**src/rtl/wtc_pkg.sv**
```systemverilog
package wtc_pkg;
    typedef enum logic [1:0] {
        ST_IDLE     = 2'd0,
        ST_BUS_REQ  = 2'd1,
        ST_BUS_WAIT = 2'd2
    } wtc_state_e;
endpackage

```
**src/rtl/wtc_line_store.sv**
```systemverilog
module wtc_line_store #(
    parameter int LINES = 8,
    parameter int TAG_W = 13,
    parameter int DW    = 32
) (
    input  logic                     clk,
    input  logic                     rst_n,
    input  logic [$clog2(LINES)-1:0] rd_idx,
    output logic                     rd_vld,
    output logic [TAG_W-1:0]         rd_tag,
    output logic [DW-1:0]            rd_data,
    input  logic [$clog2(LINES)-1:0] snp_idx,
    output logic                     snp_vld,
    output logic [TAG_W-1:0]         snp_tag,
    input  logic                     inv_en,
    input  logic [$clog2(LINES)-1:0] inv_idx,
    input  logic                     fill_en,
    input  logic [$clog2(LINES)-1:0] fill_idx,
    input  logic [TAG_W-1:0]         fill_tag,
    input  logic [DW-1:0]            fill_data
);
    localparam int IDX_W = $clog2(LINES);

    logic [LINES-1:0] vld_q;
    logic [TAG_W-1:0] tag_q [LINES];
    logic [DW-1:0]    dat_q [LINES];

    always_ff @(posedge clk or negedge rst_n) begin
        if (!rst_n) begin
            vld_q <= '0;
        end else begin
            for (int i = 0; i < LINES; i++) begin
                if (fill_en && fill_idx == IDX_W'(i)) begin
                    vld_q[i] <= 1'b1;
                end else if (inv_en && inv_idx == IDX_W'(i)) begin
                    vld_q[i] <= 1'b0;
                end
            end
        end
    end

    always_ff @(posedge clk) begin
        if (fill_en) begin
            tag_q[fill_idx] <= fill_tag;
            dat_q[fill_idx] <= fill_data;
        end
    end

    assign rd_vld  = vld_q[rd_idx];
    assign rd_tag  = tag_q[rd_idx];
    assign rd_data = dat_q[rd_idx];
    assign snp_vld = vld_q[snp_idx];
    assign snp_tag = tag_q[snp_idx];


    fill_sets_valid_chk: assert property (@(posedge clk) disable iff (!rst_n)
        fill_en |=> vld_q[$past(fill_idx)]);


    inv_clears_line_chk: assert property (@(posedge clk) disable iff (!rst_n)
        (inv_en && !(fill_en && fill_idx == inv_idx)) |=> !vld_q[$past(inv_idx)]);
endmodule

```
**src/rtl/wtc_snoop.sv**
```systemverilog
module wtc_snoop #(
    parameter int AW    = 16,
    parameter int LINES = 8,
    parameter int ID_W  = 2,
    parameter int MY_ID = 0
) (
    input  logic                     clk,
    input  logic                     rst_n,
    input  logic                     snp_valid,
    input  logic                     snp_we,
    input  logic [ID_W-1:0]          snp_src,
    input  logic [AW-1:0]            snp_addr,
    input  logic                     line_vld,
    input  logic [AW-$clog2(LINES)-1:0] line_tag,
    output logic [$clog2(LINES)-1:0] line_idx,
    output logic                     inv_en,
    output logic                     foreign_wr
);
    localparam int IDX_W = $clog2(LINES);

    assign foreign_wr = snp_valid && snp_we && (snp_src != ID_W'(MY_ID));
    assign line_idx   = snp_addr[IDX_W-1:0];
    assign inv_en     = foreign_wr && line_vld && (line_tag == snp_addr[AW-1:IDX_W]);


    own_src_quiet_chk: assert property (@(posedge clk) disable iff (!rst_n)
        (snp_valid && snp_src == ID_W'(MY_ID)) |-> !inv_en);


    snp_read_quiet_chk: assert property (@(posedge clk) disable iff (!rst_n)
        (snp_valid && !snp_we) |-> !inv_en);
endmodule

```
**src/rtl/wtc_ctrl.sv**
```systemverilog
module wtc_ctrl
    import wtc_pkg::*;
#(
    parameter int AW          = 16,
    parameter int DW          = 32,
    parameter int LINES       = 8,
    parameter bit WRITE_ALLOC = 1'b0
) (
    input  logic                     clk,
    input  logic                     rst_n,
    input  logic                     cpu_req,
    input  logic                     cpu_we,
    input  logic [AW-1:0]            cpu_addr,
    input  logic [DW-1:0]            cpu_wdata,
    output logic [DW-1:0]            cpu_rdata,
    output logic                     cpu_ready,
    output logic                     bus_req,
    output logic                     bus_we,
    output logic [AW-1:0]            bus_addr,
    output logic [DW-1:0]            bus_wdata,
    input  logic                     bus_gnt,
    input  logic                     bus_done,
    input  logic [DW-1:0]            bus_rdata,
    output logic [$clog2(LINES)-1:0] rd_idx,
    input  logic                     rd_vld,
    input  logic [AW-$clog2(LINES)-1:0] rd_tag,
    input  logic [DW-1:0]            rd_data,
    input  logic                     foreign_wr,
    input  logic [AW-1:0]            snp_addr,
    output logic                     fill_en,
    output logic [$clog2(LINES)-1:0] fill_idx,
    output logic [AW-$clog2(LINES)-1:0] fill_tag,
    output logic [DW-1:0]            fill_data
);
    localparam int IDX_W = $clog2(LINES);
    localparam int TAG_W = AW - IDX_W;

    wtc_state_e state_q, state_d;
    logic [AW-1:0] r_addr;
    logic          r_we;
    logic [DW-1:0] r_wdata;

    logic [AW-1:0]    cur_addr;
    logic [TAG_W-1:0] cur_tag;
    logic             snp_clash;
    logic             tag_hit;
    logic             accept;

    assign cur_addr  = (state_q == ST_IDLE) ? cpu_addr : r_addr;
    assign cur_tag   = cur_addr[AW-1:IDX_W];
    assign rd_idx    = cur_addr[IDX_W-1:0];
    assign snp_clash = foreign_wr && (snp_addr == cur_addr);
    assign tag_hit   = rd_vld && (rd_tag == cur_tag) && !snp_clash;
    assign accept    = (state_q == ST_IDLE) && cpu_req && (cpu_we || !tag_hit);

    assign bus_addr  = r_addr;
    assign bus_we    = r_we;
    assign bus_wdata = r_wdata;
    assign fill_idx  = r_addr[IDX_W-1:0];
    assign fill_tag  = r_addr[AW-1:IDX_W];

    always_ff @(posedge clk or negedge rst_n) begin
        if (!rst_n) begin
            state_q <= ST_IDLE;
            r_addr  <= '0;
            r_we    <= 1'b0;
            r_wdata <= '0;
        end else begin
            state_q <= state_d;
            if (accept) begin
                r_addr  <= cpu_addr;
                r_we    <= cpu_we;
                r_wdata <= cpu_wdata;
            end
        end
    end

    always_comb begin
        state_d   = state_q;
        cpu_ready = 1'b0;
        cpu_rdata = rd_data;
        bus_req   = 1'b0;
        fill_en   = 1'b0;
        fill_data = bus_rdata;
        unique case (state_q)
            ST_IDLE: begin
                if (cpu_req) begin
                    if (!cpu_we && tag_hit) begin
                        cpu_ready = 1'b1;
                    end else begin
                        state_d = ST_BUS_REQ;
                    end
                end
            end
            ST_BUS_REQ: begin
                bus_req = 1'b1;
                if (bus_gnt) begin
                    state_d = ST_BUS_WAIT;
                end
            end
            ST_BUS_WAIT: begin
                cpu_rdata = bus_rdata;
                if (bus_done) begin
                    cpu_ready = 1'b1;
                    state_d   = ST_IDLE;
                    if (!r_we) begin
                        fill_en = !snp_clash;
                    end else begin
                        fill_data = r_wdata;
                        fill_en   = !snp_clash && (tag_hit || WRITE_ALLOC);
                    end
                end
            end
            default: state_d = ST_IDLE;
        endcase
    end


    req_hold_chk: assert property (@(posedge clk) disable iff (!rst_n)
        (bus_req && !bus_gnt) |=> (bus_req && $stable(bus_addr) && $stable(bus_we) && $stable(bus_wdata)));


    no_ready_while_req_chk: assert property (@(posedge clk) disable iff (!rst_n)
        bus_req |-> !cpu_ready);


    wr_via_bus_chk: assert property (@(posedge clk) disable iff (!rst_n)
        (cpu_ready && cpu_we) |-> bus_done);


    hit_quiet_chk: assert property (@(posedge clk) disable iff (!rst_n)
        (cpu_ready && !bus_done) |-> (!bus_req && !cpu_we));


    miss_data_chk: assert property (@(posedge clk) disable iff (!rst_n)
        (cpu_ready && !cpu_we && bus_done) |-> (cpu_rdata == bus_rdata));
endmodule

```
**src/rtl/wtc_coherence_ctrl.sv**
```systemverilog
module wtc_coherence_ctrl #(
    parameter int AW          = 16,
    parameter int DW          = 32,
    parameter int LINES       = 8,
    parameter int ID_W        = 2,
    parameter int MY_ID       = 0,
    parameter bit WRITE_ALLOC = 1'b0
) (
    input  logic            clk,
    input  logic            rst_n,
    input  logic            cpu_req,
    input  logic            cpu_we,
    input  logic [AW-1:0]   cpu_addr,
    input  logic [DW-1:0]   cpu_wdata,
    output logic [DW-1:0]   cpu_rdata,
    output logic            cpu_ready,
    output logic            bus_req,
    output logic            bus_we,
    output logic [AW-1:0]   bus_addr,
    output logic [DW-1:0]   bus_wdata,
    input  logic            bus_gnt,
    input  logic            bus_done,
    input  logic [DW-1:0]   bus_rdata,
    input  logic            snp_valid,
    input  logic            snp_we,
    input  logic [ID_W-1:0] snp_src,
    input  logic [AW-1:0]   snp_addr
);
    localparam int IDX_W = $clog2(LINES);
    localparam int TAG_W = AW - IDX_W;

    logic [IDX_W-1:0] rd_idx, snp_idx, fill_idx;
    logic             rd_vld, snp_vld, inv_en, foreign_wr, fill_en;
    logic [TAG_W-1:0] rd_tag, snp_tag, fill_tag;
    logic [DW-1:0]    rd_data, fill_data;

    wtc_line_store #(.LINES(LINES), .TAG_W(TAG_W), .DW(DW)) u_store (
        .clk(clk), .rst_n(rst_n),
        .rd_idx(rd_idx), .rd_vld(rd_vld), .rd_tag(rd_tag), .rd_data(rd_data),
        .snp_idx(snp_idx), .snp_vld(snp_vld), .snp_tag(snp_tag),
        .inv_en(inv_en), .inv_idx(snp_idx),
        .fill_en(fill_en), .fill_idx(fill_idx), .fill_tag(fill_tag), .fill_data(fill_data)
    );

    wtc_snoop #(.AW(AW), .LINES(LINES), .ID_W(ID_W), .MY_ID(MY_ID)) u_snoop (
        .clk(clk), .rst_n(rst_n),
        .snp_valid(snp_valid), .snp_we(snp_we), .snp_src(snp_src), .snp_addr(snp_addr),
        .line_vld(snp_vld), .line_tag(snp_tag), .line_idx(snp_idx),
        .inv_en(inv_en), .foreign_wr(foreign_wr)
    );

    wtc_ctrl #(.AW(AW), .DW(DW), .LINES(LINES), .WRITE_ALLOC(WRITE_ALLOC)) u_ctrl (
        .clk(clk), .rst_n(rst_n),
        .cpu_req(cpu_req), .cpu_we(cpu_we), .cpu_addr(cpu_addr), .cpu_wdata(cpu_wdata),
        .cpu_rdata(cpu_rdata), .cpu_ready(cpu_ready),
        .bus_req(bus_req), .bus_we(bus_we), .bus_addr(bus_addr), .bus_wdata(bus_wdata),
        .bus_gnt(bus_gnt), .bus_done(bus_done), .bus_rdata(bus_rdata),
        .rd_idx(rd_idx), .rd_vld(rd_vld), .rd_tag(rd_tag), .rd_data(rd_data),
        .foreign_wr(foreign_wr), .snp_addr(snp_addr),
        .fill_en(fill_en), .fill_idx(fill_idx), .fill_tag(fill_tag), .fill_data(fill_data)
    );
endmodule

```
**config.mk**
```make
export PLATFORM = sky130hd
export DESIGN_NAME = wtc_coherence_ctrl
export DESIGN_NICKNAME = d
export VERILOG_FILES = /design/src/rtl/wtc_pkg.sv /design/src/rtl/wtc_line_store.sv /design/src/rtl/wtc_snoop.sv /design/src/rtl/wtc_ctrl.sv /design/src/rtl/wtc_coherence_ctrl.sv
export SDC_FILE = /design/constraint.sdc
export NUM_CORES = 1
export LEC_CHECK = 0
export ABC_AREA = 0
export BUFFER_PORTS_ARGS = -buffer_cell sky130_fd_sc_hd__buf_2
export CAP_MARGIN = 15
export CORE_UTILIZATION = 49
export CTS_BUF_LIST = sky130_fd_sc_hd__clkbuf_16
export DETAILED_ROUTE_END_ITERATION = 10
export PLACE_DENSITY = 0.68
export SLEW_MARGIN = 40
export SYNTH_ARGS = -nofsm -noshare
export SYNTH_HDL_FRONTEND = slang
export SYNTH_SLANG_ARGS = --single-unit
```
**constraint.sdc**
```tcl
create_clock -name clk -period 20.9 [get_ports clk]
set_input_delay 3.135 -clock clk [delete_from_list [all_inputs] [get_ports clk]]
set_output_delay 3.135 -clock clk [all_outputs]
set_load 0.01 [all_outputs]
```
== After elaboration in Yosys (flattened, before gate mapping) ==
Memories as Yosys holds them, arrays and structs flattened.
Index checks and enable logic that the tools add are counted.

* Flip-flop bits (word level): 59
* Memory bits (writable): 360
* Output and inout bits: 83
* Logic and storage cells: 123
* Memories kept: 2

{| class="wikitable"
|+ Memory list
! memory !! words !! width !! rd ports !! clocked after Yosys merged registers in !! write ports !! RTL line !! source
|-
| u_store.dat_q || 8 || 32 || 1 || 0 || 1 || wtc_line_store.sv:26 || <nowiki>logic [DW-1:0] dat_q [LINES];</nowiki>
|-
| u_store.tag_q || 8 || 13 || 2 || 0 || 1 || wtc_line_store.sv:25 || <nowiki>logic [TAG_W-1:0] tag_q [LINES];</nowiki>
|}

* Magnitude comparators: 2
* Equal/unequal tests: 23
* Muxes and demuxes: 40
* Reductions and logical operators: 44

{| class="wikitable"
|+ Operator list
! kind !! count
|-
| 32-bit two-way mux || 4
|-
| 1-bit logical AND || 27
|-
| 1-bit two-way mux || 27
|-
| 13-bit == test || 2
|-
| 3-bit == test (second input constant) || 8
|-
| 2-bit nonzero test || 9
|-
| 16-bit == test || 1
|-
| 16-bit two-way mux || 1
|-
| 3-bit by 2-bit == test with 1-bit output (second input constant) || 4
|-
| 3-bit by 4-bit less-than comparator with 1-bit output (second input constant) || 2
|-
| 2-bit two-way mux || 4
|-
| 2-bit != test (second input constant) || 4
|-
| 1-bit binary-select mux with 3-bit select || 2
|-
| 3-bit by 1-bit == test with 1-bit output (second input constant) || 2
|-
| 3-bit zero test || 2
|-
| 2-bit case mux with 3 select lines || 1
|-
| 4-bit AND reduction || 1
|-
| 1-bit zero test || 3
|-
| 2-bit by 1-bit == test with 1-bit output (second input constant) || 1
|-
| 2-bit == test (second input constant) || 1
|-
| 2-bit zero test || 1
|-
| 1-bit case mux with 2 select lines || 1
|-
| 1-bit logical OR || 1
|}

== Logic depth before layout (Yosys ltp) ==
* Depth in word-level cells: 12
* Mapped depth: 15

== Cells and area by module ==
From an unflattened synthesis, not the netlist that was laid out.

* Cells, all modules: 1016
* Area, all modules: 18670.4 sq um

{| class="wikitable"
|+ Modules (own cells, without submodules)
! module !! times used !! cells an instance !! area an instance (sq um)
|-
| wtc_line_store || 1 || 610 || 14816.7
|-
| wtc_ctrl || 1 || 384 || 3663.5
|-
| wtc_snoop || 1 || 22 || 190.2
|}

== Worst setup path before layout ==
No wires, ideal clock.

* Kind: input to register
* Start: in cpu_addr[2]
* End: mem u_store.dat_q[3][0] (enable)
* Library setup time: 559 ps
* Data arrival time: 9881 ps
* Data required time: 20341 ps
* Path slack: 10460 ps
* Cell stages on the path: 11
* Path buffers: 2
* Cells stage by stage: nor4b_1 -> a31oi_1 -> buf_4 -> o32ai_1 -> nor3_2 -> xnor2_1 -> or4_1 -> or4_4 -> and2_4 -> buf_6 -> nor4_1

* Longest elaborated chain between the ends: 11
* Elaborated cells on any way between the ends: 16
* Classes of those cells: eq/ne (2); mux (8); reduce/logical (5); memory (1)

{| class="wikitable"
|+ RTL lines
! what !! RTL line !! source
|-
| from (decl) || wtc_coherence_ctrl.sv:13 || <nowiki>input logic [AW-1:0] cpu_addr,</nowiki>
|-
| 16-bit two-way mux (*) || wtc_ctrl.sv:49 || <nowiki>assign cur_addr = (state_q == ST_IDLE) ? cpu_addr : r_addr;</nowiki>
|-
| memory 8 x 13 bit (tied with other cells) || -- ||
|-
| 13-bit == test (tied with other cells) || wtc_ctrl.sv:53 || <nowiki>assign tag_hit = rd_vld && (rd_tag == cur_tag) && !snp_clash;</nowiki>
|-
| 1-bit logical AND or 1-bit zero test (tied branches) || wtc_ctrl.sv:53, wtc_ctrl.sv:107, wtc_ctrl.sv:110 ||
|-
| 1-bit logical AND || wtc_ctrl.sv:53 ||
|-
| 1-bit logical AND || wtc_ctrl.sv:110 || <nowiki>fill_en = !snp_clash && (tag_hit || WRITE_ALLOC);</nowiki>
|-
| 1-bit two-way mux (*) || wtc_ctrl.sv:106 || <nowiki>if (!r_we) begin</nowiki>
|-
| 1-bit two-way mux (*) || wtc_ctrl.sv:103 || <nowiki>if (bus_done) begin</nowiki>
|-
| 1-bit two-way mux (*) || wtc_ctrl.sv:85 || <nowiki>unique case (state_q)</nowiki>
|-
| 1-bit two-way mux (*) || wtc_line_store.sv:43 || <nowiki>if (fill_en) begin</nowiki>
|-
| 1-bit two-way mux (implied by the code) (*) || wtc_line_store.sv:45 || <nowiki>dat_q[fill_idx] <= fill_data;</nowiki>
|-
| to (decl) || wtc_line_store.sv:26 ||
|}

Mark *: on every way between the ends. The rest lies on a longest branch, timed or not. The select of a mux whose other input is x is not followed.

== Worst setup path in the final report ==
* Start: in cpu_addr[0]
* End: out cpu_ready

* Longest elaborated chain between the ends: 9
* Elaborated cells on any way between the ends: 14
* Classes of those cells: eq/ne (2); mux (6); reduce/logical (5); memory (1)

{| class="wikitable"
|+ RTL lines
! what !! RTL line !! source
|-
| 16-bit two-way mux (*) || wtc_ctrl.sv:49 ||
|-
| memory 8 x 13 bit (tied with other cells) || -- ||
|-
| 13-bit == test (tied with other cells) || wtc_ctrl.sv:53 ||
|-
| 1-bit logical AND or 1-bit zero test (tied branches) || wtc_ctrl.sv:53 ||
|-
| 1-bit logical AND (*) || wtc_ctrl.sv:53 ||
|-
| 1-bit logical AND (*) || wtc_ctrl.sv:88 || <nowiki>if (!cpu_we && tag_hit) begin</nowiki>
|-
| 1-bit two-way mux (*) || wtc_ctrl.sv:88 ||
|-
| 1-bit two-way mux (*) || wtc_ctrl.sv:87 || <nowiki>if (cpu_req) begin</nowiki>
|-
| 1-bit case mux with 2 select lines (*) || wtc_ctrl.sv:85 ||
|-
| to (decl) || wtc_coherence_ctrl.sv:16 || <nowiki>output logic cpu_ready,</nowiki>
|}

Marks and branches as above.

==> flow_metrics.tcl <==
set metrics [dict create \
    synthAdderAreaFrac 0 \
    routed_wl_um 45200 \
    grt_overflow_total 0 \
    hold_class "reg -> reg" \
    period_minus_slack_ns 9.99 \
    core_mm2 0.0379 \
    final_common_cell "edfxtp_1" \
    die-area_mm2 0.0396 \
    remaining_drc_errors 0 \
    crit_path_start_kind "input pin" \
    timing.final.ws_setup_ns 10.91 \
    clock-sinks 419 \
    cp-end-kind "output port" \
    fin_crit_sh 0.478 \
    synthFlopType "edfxtp_1" \
    maxSlewHeadroom 0.448 \
    synthSimpleGateAreaFrac 0.0521 \
    hold_violations 0 \
    hold_buffers 0 \
    path_clk_slew_ns 0.06 \
    synth-seq-cells 419 \
    rsz0062_at_grt "no" \
    drt-initial-drc-count 1024 \
    clockBufferDepth 3 \
    first_pass_iters 5 \
    ys_warn_count 0 \
    synth_fp_nets 1251 \
    final_cell_mix "edfxtp_1, buf_2, mux2i_1, mux4_2, dfrtp_1" \
    cts_made_buffers 45 \
    portBuffers 188 \
    synth-seq-area-share 0.646 \
    setup_violations 0 \
    syn_area_mm2 0.0190 \
    initial_utilization 0.501 \
    synth_top_family_by_area "multiplexers" \
    synth_area_per_cell_um2 16.6 \
    grt_max_degree 60 \
    ys_async_sr_fraction 0.141 \
    tns_ns 0 \
    antenna_cells 0 \
    n_fill_cell 2928 \
    synthCells 1145 \
    p_leak_nw 7.93 \
    fin_nets 1439 \
    skew_ns 0.0306 \
    cts_setup_buffers 0 \
    cts_max_level 2 \
    syn2layout_area_growth_pct 16.2 \
    yosysTopAreaCell "edfxtp_1" \
    slew_viol_final 0 \
    gp_congestion 0.844 \
    synth_xor_area_frac 0.0180 \
    tightestPinTransition_ns 0.827 \
    synth_compound_area_frac 0.0425 \
    die_y_um 199 \
    pre_cts_ws_ns 10.74 \
    grt_pass1_wl_um 68700 \
    grt_use_total 0.233 \
    worstPathMaxFanout 31 \
    root_buffer "clkbuf_16" \
    via_per_inst 6.09 \
    outcome "finished, final reports clean" \
    synthTopCellsByArea "edfxtp_1, mux4_2, dfrtp_1" \
    clk_latency_ns 0.56 \
    synthMuxAreaShare 0.219 \
    io_pins 189 \
    cts_resized 0 \
    fmax_mhz 100 \
    yosysUniqueCellTypes 62 \
    drive_above_1_share 0.338 \
    rows 71 \
    postRouteAntennaNets 0 \
    cp.required_ns 17.77 \
    drv_cap 0 \
    arrival_ns 6.86 \
    synth_edf_count 360 \
    cts_tree "yes" \
    ir_worst_vdd_mv 0.0999 \
    power_density_mw_per_mm2 137 \
    grt_pass1_vias 11500 \
    dieWidth_um 199 \
    yosys.area.top_type_share 0.569 \
    antenna_found_initial 0 \
    vias 11500 \
    dp.final_hpwl_um 27600 \
    wire_per_inst_um 24.0 \
    crit_type "in -> out" \
]
synth_stat cells (2+ instances only):
master / instances
buf_6: 7
edfxtp_1: 360
buf_4: 2
nor2_1: 35
mux2i_1: 113
nand4_1: 5
mux4_2: 95
or2_2: 4
a32o_1: 2
or4_1: 2
o211ai_1: 8
o2bb2ai_1: 2
o22ai_1: 3
mux2_2: 58
and3_1: 25
o2111ai_1: 6
inv_1: 13
mux2_1: 21
a22o_1: 2
a21oi_1: 10
nor4_1: 22
dfrtp_1: 59
buf_1: 24
o32ai_1: 6
nand2b_1: 14
nor3_1: 15
buf_2: 15
o41ai_1: 2
o21ai_0: 41
or3_1: 2
xnor2_1: 29
xor2_1: 10
nand2_1: 45
a211oi_1: 10
nand3_1: 9
o21bai_1: 2
clkbuf_1: 30
o31ai_1: 4
a2111oi_0: 10
worst paths after layout:
path | startpoint | to | slack [ns] | cells past startpoint
setup / recovery | cpu_addr[0] | cpu_ready | 10.91 | 10
hold / removal | u_ctrl.bus_wdata[23] | u_ctrl.bus_wdata[23] | 0.50 | 1
setup reg to reg | u_ctrl.state_q[1] | u_ctrl.bus_wdata[12] | 15.54 | 11
hold reg to reg | u_ctrl.bus_wdata[23] | u_ctrl.bus_wdata[23] | 0.50 | 1
max in group asynchronous | rst_n | u_ctrl.bus_wdata[5] | 17.81 | 1
min in group asynchronous | rst_n | u_ctrl.bus_addr[6] | 2.61 | 1
cell families (layout without fill, tap and decap cells):
kind of cell	Yosys count	in the layout
and+or+nand+nor	191	191
AOI/OAI and AO/OA	118	118
DFF	419	419
buffers and inverters	91	316
xor gates and xnor gates	39	39
muxes	287	287
flip-flops by register name, indices dropped and copies added (netlist names):
name and cells:
u_store.dat_q 256, u_store.tag_q 104, u_ctrl.bus_wdata 32, u_ctrl.bus_addr 16, u_store.vld_q 8, u_ctrl.state_q 2, u_ctrl.bus_we 1
through the flow:
stage | utilization | area (um^2) | hold slack (ns) | power [mW] | cells
3_3_place_gp | 0.540 | 20500 | 0.492 | 2.26 | 1792
3_5_place_dp | 0.544 | 20600 | 0.498 | 2.29 | 1797
2_1_floorplan | - | 19000 | 0.468 | 1.91 | 1145
5_1_grt | 0.582 | 22100 | 0.528 | 3.19 | 1881
6_report | 0.582 | 22100 | 0.505 | 3.03 | 1881
4_1_cts | 0.582 | 22100 | 0.515 | 3.06 | 1881
critical path: stages:
cell and delay (ns):
buf_4 0.40, or3b_1 0.73, nand2_2 0.51, mux4_2 0.56, nand2_1 0.09, and3_1 0.17, o211ai_1 0.14, or4_4 0.62
o31ai_1 0.27, buf_2 0.18
area by class of cell:
type,instances,area (um^2),share of cell area
multi-input cells,635,6380,0.289
clock inverters,37,277,0.0125
clock buffers,47,1180,0.0532
inverters,13,48.8,0.00221
well taps,511,639,0.0289
repair buffers,219,1270,0.0577
flip-flops and latches,419,12300,0.556
per-layer routing:
layer	GRT usage	up-vias	wire length [um]
met4	0.0570	0	872
met1	0.341	5936	20000
met5	0	-	0
met3	0.0315	77	2900
li1	-	4971	-
met2	0.372	471	21400
where the power goes:
part	internal, mW	switching [mW]	total (mW)
combinational	0.509	0.627	1.14
clock	0.446	0.321	0.767
sequential	1.02	0.107	1.13
(Power assumes the default switching activity.)
